**src/rtl/dwc_pkg.sv**
```systemverilog
package dwc_pkg;

    typedef enum logic {
        ST_WIDE   = 1'b0,
        ST_NARROW = 1'b1
    } dw_state_e;

    localparam int RATIO_W = 5;
    localparam logic [RATIO_W-1:0] RATIO_UNITY = 5'd8;
    localparam logic [RATIO_W-1:0] RATIO_MAX   = 5'd16;

endpackage

```
**src/rtl/dwc_window_counter.sv**
```systemverilog
module dwc_window_counter #(
    parameter int WIN_CYCLES = 10000,
    parameter int MAX_ISSUE  = 4,
    parameter int IW         = 3,
    parameter int SW         = 16
) (
    input  logic          clk,
    input  logic          rst_n,
    input  logic          en,
    input  logic [IW-1:0] issue_cnt,
    output logic          win_done,
    output logic [SW-1:0] win_sum
);
    localparam int CW = (WIN_CYCLES > 2) ? $clog2(WIN_CYCLES) : 1;
    localparam logic [CW-1:0] LAST_POS = CW'(WIN_CYCLES - 1);
    localparam logic [SW-1:0] ACC_BOUND = SW'((WIN_CYCLES - 1) * MAX_ISSUE);

    logic [CW-1:0] cyc_pos;
    logic [SW-1:0] acc;

    assign win_done = en && (cyc_pos == LAST_POS);
    assign win_sum  = acc + SW'(issue_cnt);

    always_ff @(posedge clk) begin
        if (!rst_n) begin
            cyc_pos <= '0;
            acc     <= '0;
        end else if (en) begin
            if (cyc_pos == LAST_POS) begin
                cyc_pos <= '0;
                acc     <= '0;
            end else begin
                cyc_pos <= cyc_pos + 1'b1;
                acc     <= win_sum;
            end
        end
    end

    // input assumption that keeps the running total bounded
    a_r3_issue_in_range: assert property (@(posedge clk) disable iff (!rst_n)
        en |-> (issue_cnt <= IW'(MAX_ISSUE)));

    a_r3_no_overflow: assert property (@(posedge clk) disable iff (!rst_n)
        acc <= ACC_BOUND);

    a_r2_pos_in_window: assert property (@(posedge clk) disable iff (!rst_n)
        cyc_pos <= LAST_POS);

    a_r9_freeze: assert property (@(posedge clk) disable iff (!rst_n)
        !en |=> ($stable(cyc_pos) && $stable(acc)));

endmodule

```
**src/rtl/dwc_mode_fsm.sv**
```systemverilog
module dwc_mode_fsm
    import dwc_pkg::*;
#(
    parameter int SW       = 16,
    parameter int LO_COUNT = 16000,
    parameter int HI_COUNT = 20000,
    parameter logic [RATIO_W-1:0] BOOST_CODE = 5'd12
) (
    input  logic               clk,
    input  logic               rst_n,
    input  logic               win_done,
    input  logic [SW-1:0]      win_sum,
    output logic               dp_narrow,
    output logic               boost_req,
    output logic [RATIO_W-1:0] boost_ratio,
    output logic               mode_change
);
    localparam logic [SW-1:0] LO_TH = SW'(LO_COUNT);
    localparam logic [SW-1:0] HI_TH = SW'(HI_COUNT);

    dw_state_e state, nxt;

    // next state: SHRINK, GROW or HOLD at a window boundary
    always_comb begin
        nxt = state;
        unique case (state)
            ST_WIDE: begin
                if (win_done && (win_sum < LO_TH)) nxt = ST_NARROW;
            end
            ST_NARROW: begin
                if (win_done && (win_sum >= HI_TH)) nxt = ST_WIDE;
            end
            default: nxt = ST_WIDE;
        endcase
    end

    // state register
    always_ff @(posedge clk) begin
        if (!rst_n) begin
            state       <= ST_WIDE;
            mode_change <= 1'b0;
        end else begin
            state       <= nxt;
            mode_change <= (nxt != state);
        end
    end

    // outputs
    always_comb begin
        unique case (state)
            ST_NARROW: begin
                dp_narrow   = 1'b1;
                boost_req   = 1'b1;
                boost_ratio = BOOST_CODE;
            end
            default: begin
                dp_narrow   = 1'b0;
                boost_req   = 1'b0;
                boost_ratio = RATIO_UNITY;
            end
        endcase
    end

    a_r10_boundary_only: assert property (@(posedge clk) disable iff (!rst_n)
        !win_done |=> (state == $past(state)));

    a_r4_shrink: assert property (@(posedge clk) disable iff (!rst_n)
        (win_done && (win_sum < LO_TH)) |=> (state == ST_NARROW));

    a_r5_grow: assert property (@(posedge clk) disable iff (!rst_n)
        (win_done && (win_sum >= HI_TH)) |=> (state == ST_WIDE));

    a_r8_pulse_on_toggle: assert property (@(posedge clk) disable iff (!rst_n)
        mode_change |-> (state != $past(state)));

    a_r8_single_pulse: assert property (@(posedge clk) disable iff (!rst_n)
        mode_change |=> !mode_change);

endmodule

```
**src/rtl/dwc_ctrl.sv**
```systemverilog
module dwc_ctrl
    import dwc_pkg::*;
#(
    parameter int WIN_CYCLES = 10000,
    parameter int MAX_ISSUE  = 4,
    parameter int LO_COUNT   = 16000,
    parameter int HI_COUNT   = 20000,
    parameter int BOOST_Q3   = 12,
    localparam int IW = $clog2(MAX_ISSUE + 1)
) (
    input  logic               clk,
    input  logic               rst_n,
    input  logic               en,
    input  logic [IW-1:0]      issue_cnt,
    output logic               dp_narrow,
    output logic               boost_req,
    output logic [RATIO_W-1:0] boost_ratio,
    output logic               mode_change
);
    localparam int SW = $clog2(WIN_CYCLES * MAX_ISSUE + 1);
    localparam int BOOST_CLAMP = (BOOST_Q3 < 8) ? 8 : ((BOOST_Q3 > 16) ? 16 : BOOST_Q3);
    localparam logic [RATIO_W-1:0] BOOST_CODE = RATIO_W'(BOOST_CLAMP);

    logic          win_done;
    logic [SW-1:0] win_sum;

    dwc_window_counter #(
        .WIN_CYCLES (WIN_CYCLES),
        .MAX_ISSUE  (MAX_ISSUE),
        .IW         (IW),
        .SW         (SW)
    ) u_count (
        .clk       (clk),
        .rst_n     (rst_n),
        .en        (en),
        .issue_cnt (issue_cnt),
        .win_done  (win_done),
        .win_sum   (win_sum)
    );

    dwc_mode_fsm #(
        .SW         (SW),
        .LO_COUNT   (LO_COUNT),
        .HI_COUNT   (HI_COUNT),
        .BOOST_CODE (BOOST_CODE)
    ) u_fsm (
        .clk         (clk),
        .rst_n       (rst_n),
        .win_done    (win_done),
        .win_sum     (win_sum),
        .dp_narrow   (dp_narrow),
        .boost_req   (boost_req),
        .boost_ratio (boost_ratio),
        .mode_change (mode_change)
    );

    // boost request and narrow mode travel together
    a_r7_boost_tracks_mode: assert property (@(posedge clk) disable iff (!rst_n)
        boost_req == dp_narrow);

endmodule

```
**config.mk**
```make
export PLATFORM = sky130hd
export DESIGN_NAME = dwc_ctrl
export DESIGN_NICKNAME = d
export VERILOG_FILES = /design/src/rtl/dwc_pkg.sv /design/src/rtl/dwc_window_counter.sv /design/src/rtl/dwc_mode_fsm.sv /design/src/rtl/dwc_ctrl.sv
export SDC_FILE = /design/constraint.sdc
export NUM_CORES = 1
export LEC_CHECK = 0
export ABC_CLOCK_PERIOD_IN_PS = 3330
export BUFFER_PORTS_ARGS = -buffer_cell sky130_fd_sc_hd__buf_4
export CORE_AREA = 2 2 70 72
export CTS_CLUSTER_DIAMETER = 200
export DETAILED_ROUTE_END_ITERATION = 8
export DIE_AREA = 0 0 72 74
export GPL_TIMING_DRIVEN = 0
export PLACE_DENSITY = 0.59
export REMOVE_ABC_BUFFERS = 1
export SYNTH_ARGS = -nofsm -noshare
export SYNTH_HDL_FRONTEND = slang
export SYNTH_SLANG_ARGS = --single-unit
```
**constraint.sdc**
```tcl
create_clock -name clk -period 3.33 [get_ports clk]
set_clock_uncertainty 0.15 [all_clocks]
set_input_delay 0.333 -clock clk [delete_from_list [all_inputs] [get_ports clk]]
set_output_delay 0.333 -clock clk [all_outputs]
set_load 0.02 [all_outputs]
```
==> results.yml <==
power_and_ir_drop:
  power_density_nw_per_um2: 396.9
  peakVddDrop_mv: 0.3197
  power.total_mw: 0.8486
  leakagePower_nw: 0.7629
cells_and_area:
  final_common_cell: "dfxtp_1"
  stdcell_count: 299
  stdcell_area_sq_um: 2138
  diodes: 0
  fin_nets: 255
  drive_gt1_share_pct: 12.65
  final_cell_mix: "dfxtp_1 (32), nor2_1 (30), nand2_1 (20), xnor2_1 (11)"
  synthToLayoutAreaGrowth_pct: 6.546
worst_setup_path:
  worstPathArrival_ns: 2.64
  ff2ff_setup_slack_ns: 0.73
  ff2ff_path_depth: 9
  required_ns: 3.37
  rr_endpoint: "u_fsm.state$_SDFF_PN0_"
  crit_fanout: 4
  crit_path_end_kind: "flip-flop"
  worstReg2RegStart: "u_count.acc[0]$_SDFFE_PN0P_"
  critical_path_class: "reg -> reg"
  cp-start-kind: "flip-flop"
cts:
  cts_tree: "yes"
  cts_buffers: 5
  path_clk_slew_ns: 0.07
  cts_htree_levels: 2
  cts_resized: 0
  cts_max_path_buffers: 2
  cts.root.buffer_cell: "clkbuf_8"
  cts_setup_buffers: 0
  hold_buffers: 0
  cts_sinks: 32
  clock_latency_ns: 0.30
drt:
  wl_met2_mm: 1.833
  wl_met3_um: 143
  ant_nets: 0
  vias_per_cell: 5.254
  drt-total-wl_mm: 3.912
  top_layer: "met4"
  wl_met1_mm: 1.856
  via_count: 1571
  wl_per_cell_um: 13.08
  first_pass_iters: 4
  post-route-drc-count: 0
  drtIter0Drc: 88
floorplanning:
  num_io_pins: 14
  start_util_pct: 43.65
  die_width_um: 72
  rows: 25
  coreArea_sq_um: 4598
  fp.dieH_um: 74
  die_area_sq_um: 5328
synth:
  synth-edff-count: 0
  ys_ff_latch: 32
  synth_cells: 244
  synth_async_sr_flop_share_pct: 0
  ys_types: 58
  syn_area_per_cell_sq_um: 8.225
  synth_flop_cell: "dfxtp_1"
  ys_warn_count: 0
  ys_seq_area_share_pct: 31.92
  syn_area_sq_um: 2007
sta:
  fin_crit_ns: 2.601
  finalSetupTns_ns: 0
  hold_violations: 0
  post-route-period-util_pct: 78.10
  rsz0062_at_grt: "false"
  setup_viol: 0
  drv_slew: 0
  max_freq_mhz: 384.5
  hold_ws_ns: 0.2250
place:
  port-buffer-count: 9
  place.gp.congestion: 0.8614
  dp_hpwl_mm: 2.712
  place_area_sq_um: 2027
  dp.cells: 291
global_route:
  grt_overflow: 0
  grt_max_degree: 29
  antenna_found_initial: 0
  grt_pass1_wl_mm: 6.844
  first_global_vias: 1534
  track_usage_pct: 16.53
flow_run:
  maxCapViolations: 0
outcome:
  status: "complete, no violations"
hold_path:
  min_from: "rst_n"
  hold_end: "u_count.acc[9]$_SDFFE_PN0P_"
  min_path_type: "in -> reg"
  min_path_cells: 2
## layout make-up
class	count	area (sq um)
repair buffers	9	67.56
multi-input cells	188	1221
clock inverters	3	42.54
inverters	8	30.03
flip-flops and latches	32	640.6
well taps	54	67.56
clock buffers	5	68.82
fillers	473	2460
## cell usage after synthesis, drive strengths merged, types with 3 or more instances
library cell	count	area, sq um
nor2b	10	62.56
nand4	5	31.28
nor3b	3	32.53
inv	8	30.03
xnor2	12	112.6
o22ai	5	31.28
and2	8	52.55
clkbuf	3	11.26
ha	4	50.05
dfxtp	32	640.6
nor2	30	112.6
nand3	9	50.05
o21ai	11	55.05
buf	15	111.4
nor4	6	37.54
nand2	22	92.59
and3	5	36.28
nand2b	4	25.02
a21oi	7	35.03
nor3	4	31.28
xor2	10	87.58
## critical path, cell delays in order, from the launching register on
cell	delay (ns)
dfxtp_1	0.31
ha_1	0.23
fa_1	0.46
a21o_4	0.25
and2_4	0.17
and2_1	0.18
xnor2_1	0.14
nor4_1	0.31
nor4_1	0.11
a31o_1	0.19
## power breakdown
group | total, mW | internal, mW | switching, mW
clock network | 0.380 | 0.221 | 0.159
logic | 0.0725 | 0.0294 | 0.0431
registers | 0.396 | 0.389 | 0.00647
total | 0.849 | 0.640 | 0.209
## sequential cells by signal, summed over array words and instances (netlist names)
register	cells
u_count.acc	16
u_fsm.state	1
u_fsm.mode_change	1
u_count.cyc_pos	14
## cells by family after synthesis
family                   count (synthesis)  synth area share (%)
flip-flops                              32                 31.92
adder cells (fa/ha/maj)                  5                 3.491
AO/OA/AOI/OAI                           43                 14.65
AND/OR/NAND/NOR                        114                 31.98
XOR/XNOR                                22                 9.975
buffers and inverters                   26                 7.606
other                                    2                0.3742
## stage by stage
| stage | utilization [%] | setup WS, ns |
|---|---|---|
| 5_1_grt | 46.50 | 0.5951 |
| 6_report | 46.50 | 0.7291 |
| 3_3_place_gp | 44.08 | 0.5860 |
| 3_5_place_dp | 44.08 | 0.5719 |
| 2_1_floorplan | - | 0.8761 |
| 4_1_cts | 46.50 | 0.7251 |
## how the worst max path moves through the flow
stage	from	end	slack, ns	cells after the start
3_5_place_dp	issue_cnt[0]	u_fsm.state$_SDFF_PN0_	0.57	10
6_report	u_count.acc[0]$_SDFFE_PN0P_	u_fsm.state$_SDFF_PN0_	0.73	9
4_1_cts	u_count.acc[0]$_SDFFE_PN0P_	u_fsm.state$_SDFF_PN0_	0.73	9
5_1_grt	u_count.acc[0]$_SDFFE_PN0P_	u_fsm.state$_SDFF_PN0_	0.60	9
3_3_place_gp	issue_cnt[0]	u_fsm.state$_SDFF_PN0_	0.59	10
2_1_floorplan	issue_cnt[0]	u_fsm.state$_SDFF_PN0_	0.88	9
## layer usage
metal	vias to the layer above	global-route usage, %
li1	829	-
met5	-	0
met3	11	5.556
met1	708	19.07
met4	0	7.128
met2	23	28.19
(Power assumes the default switching activity.)
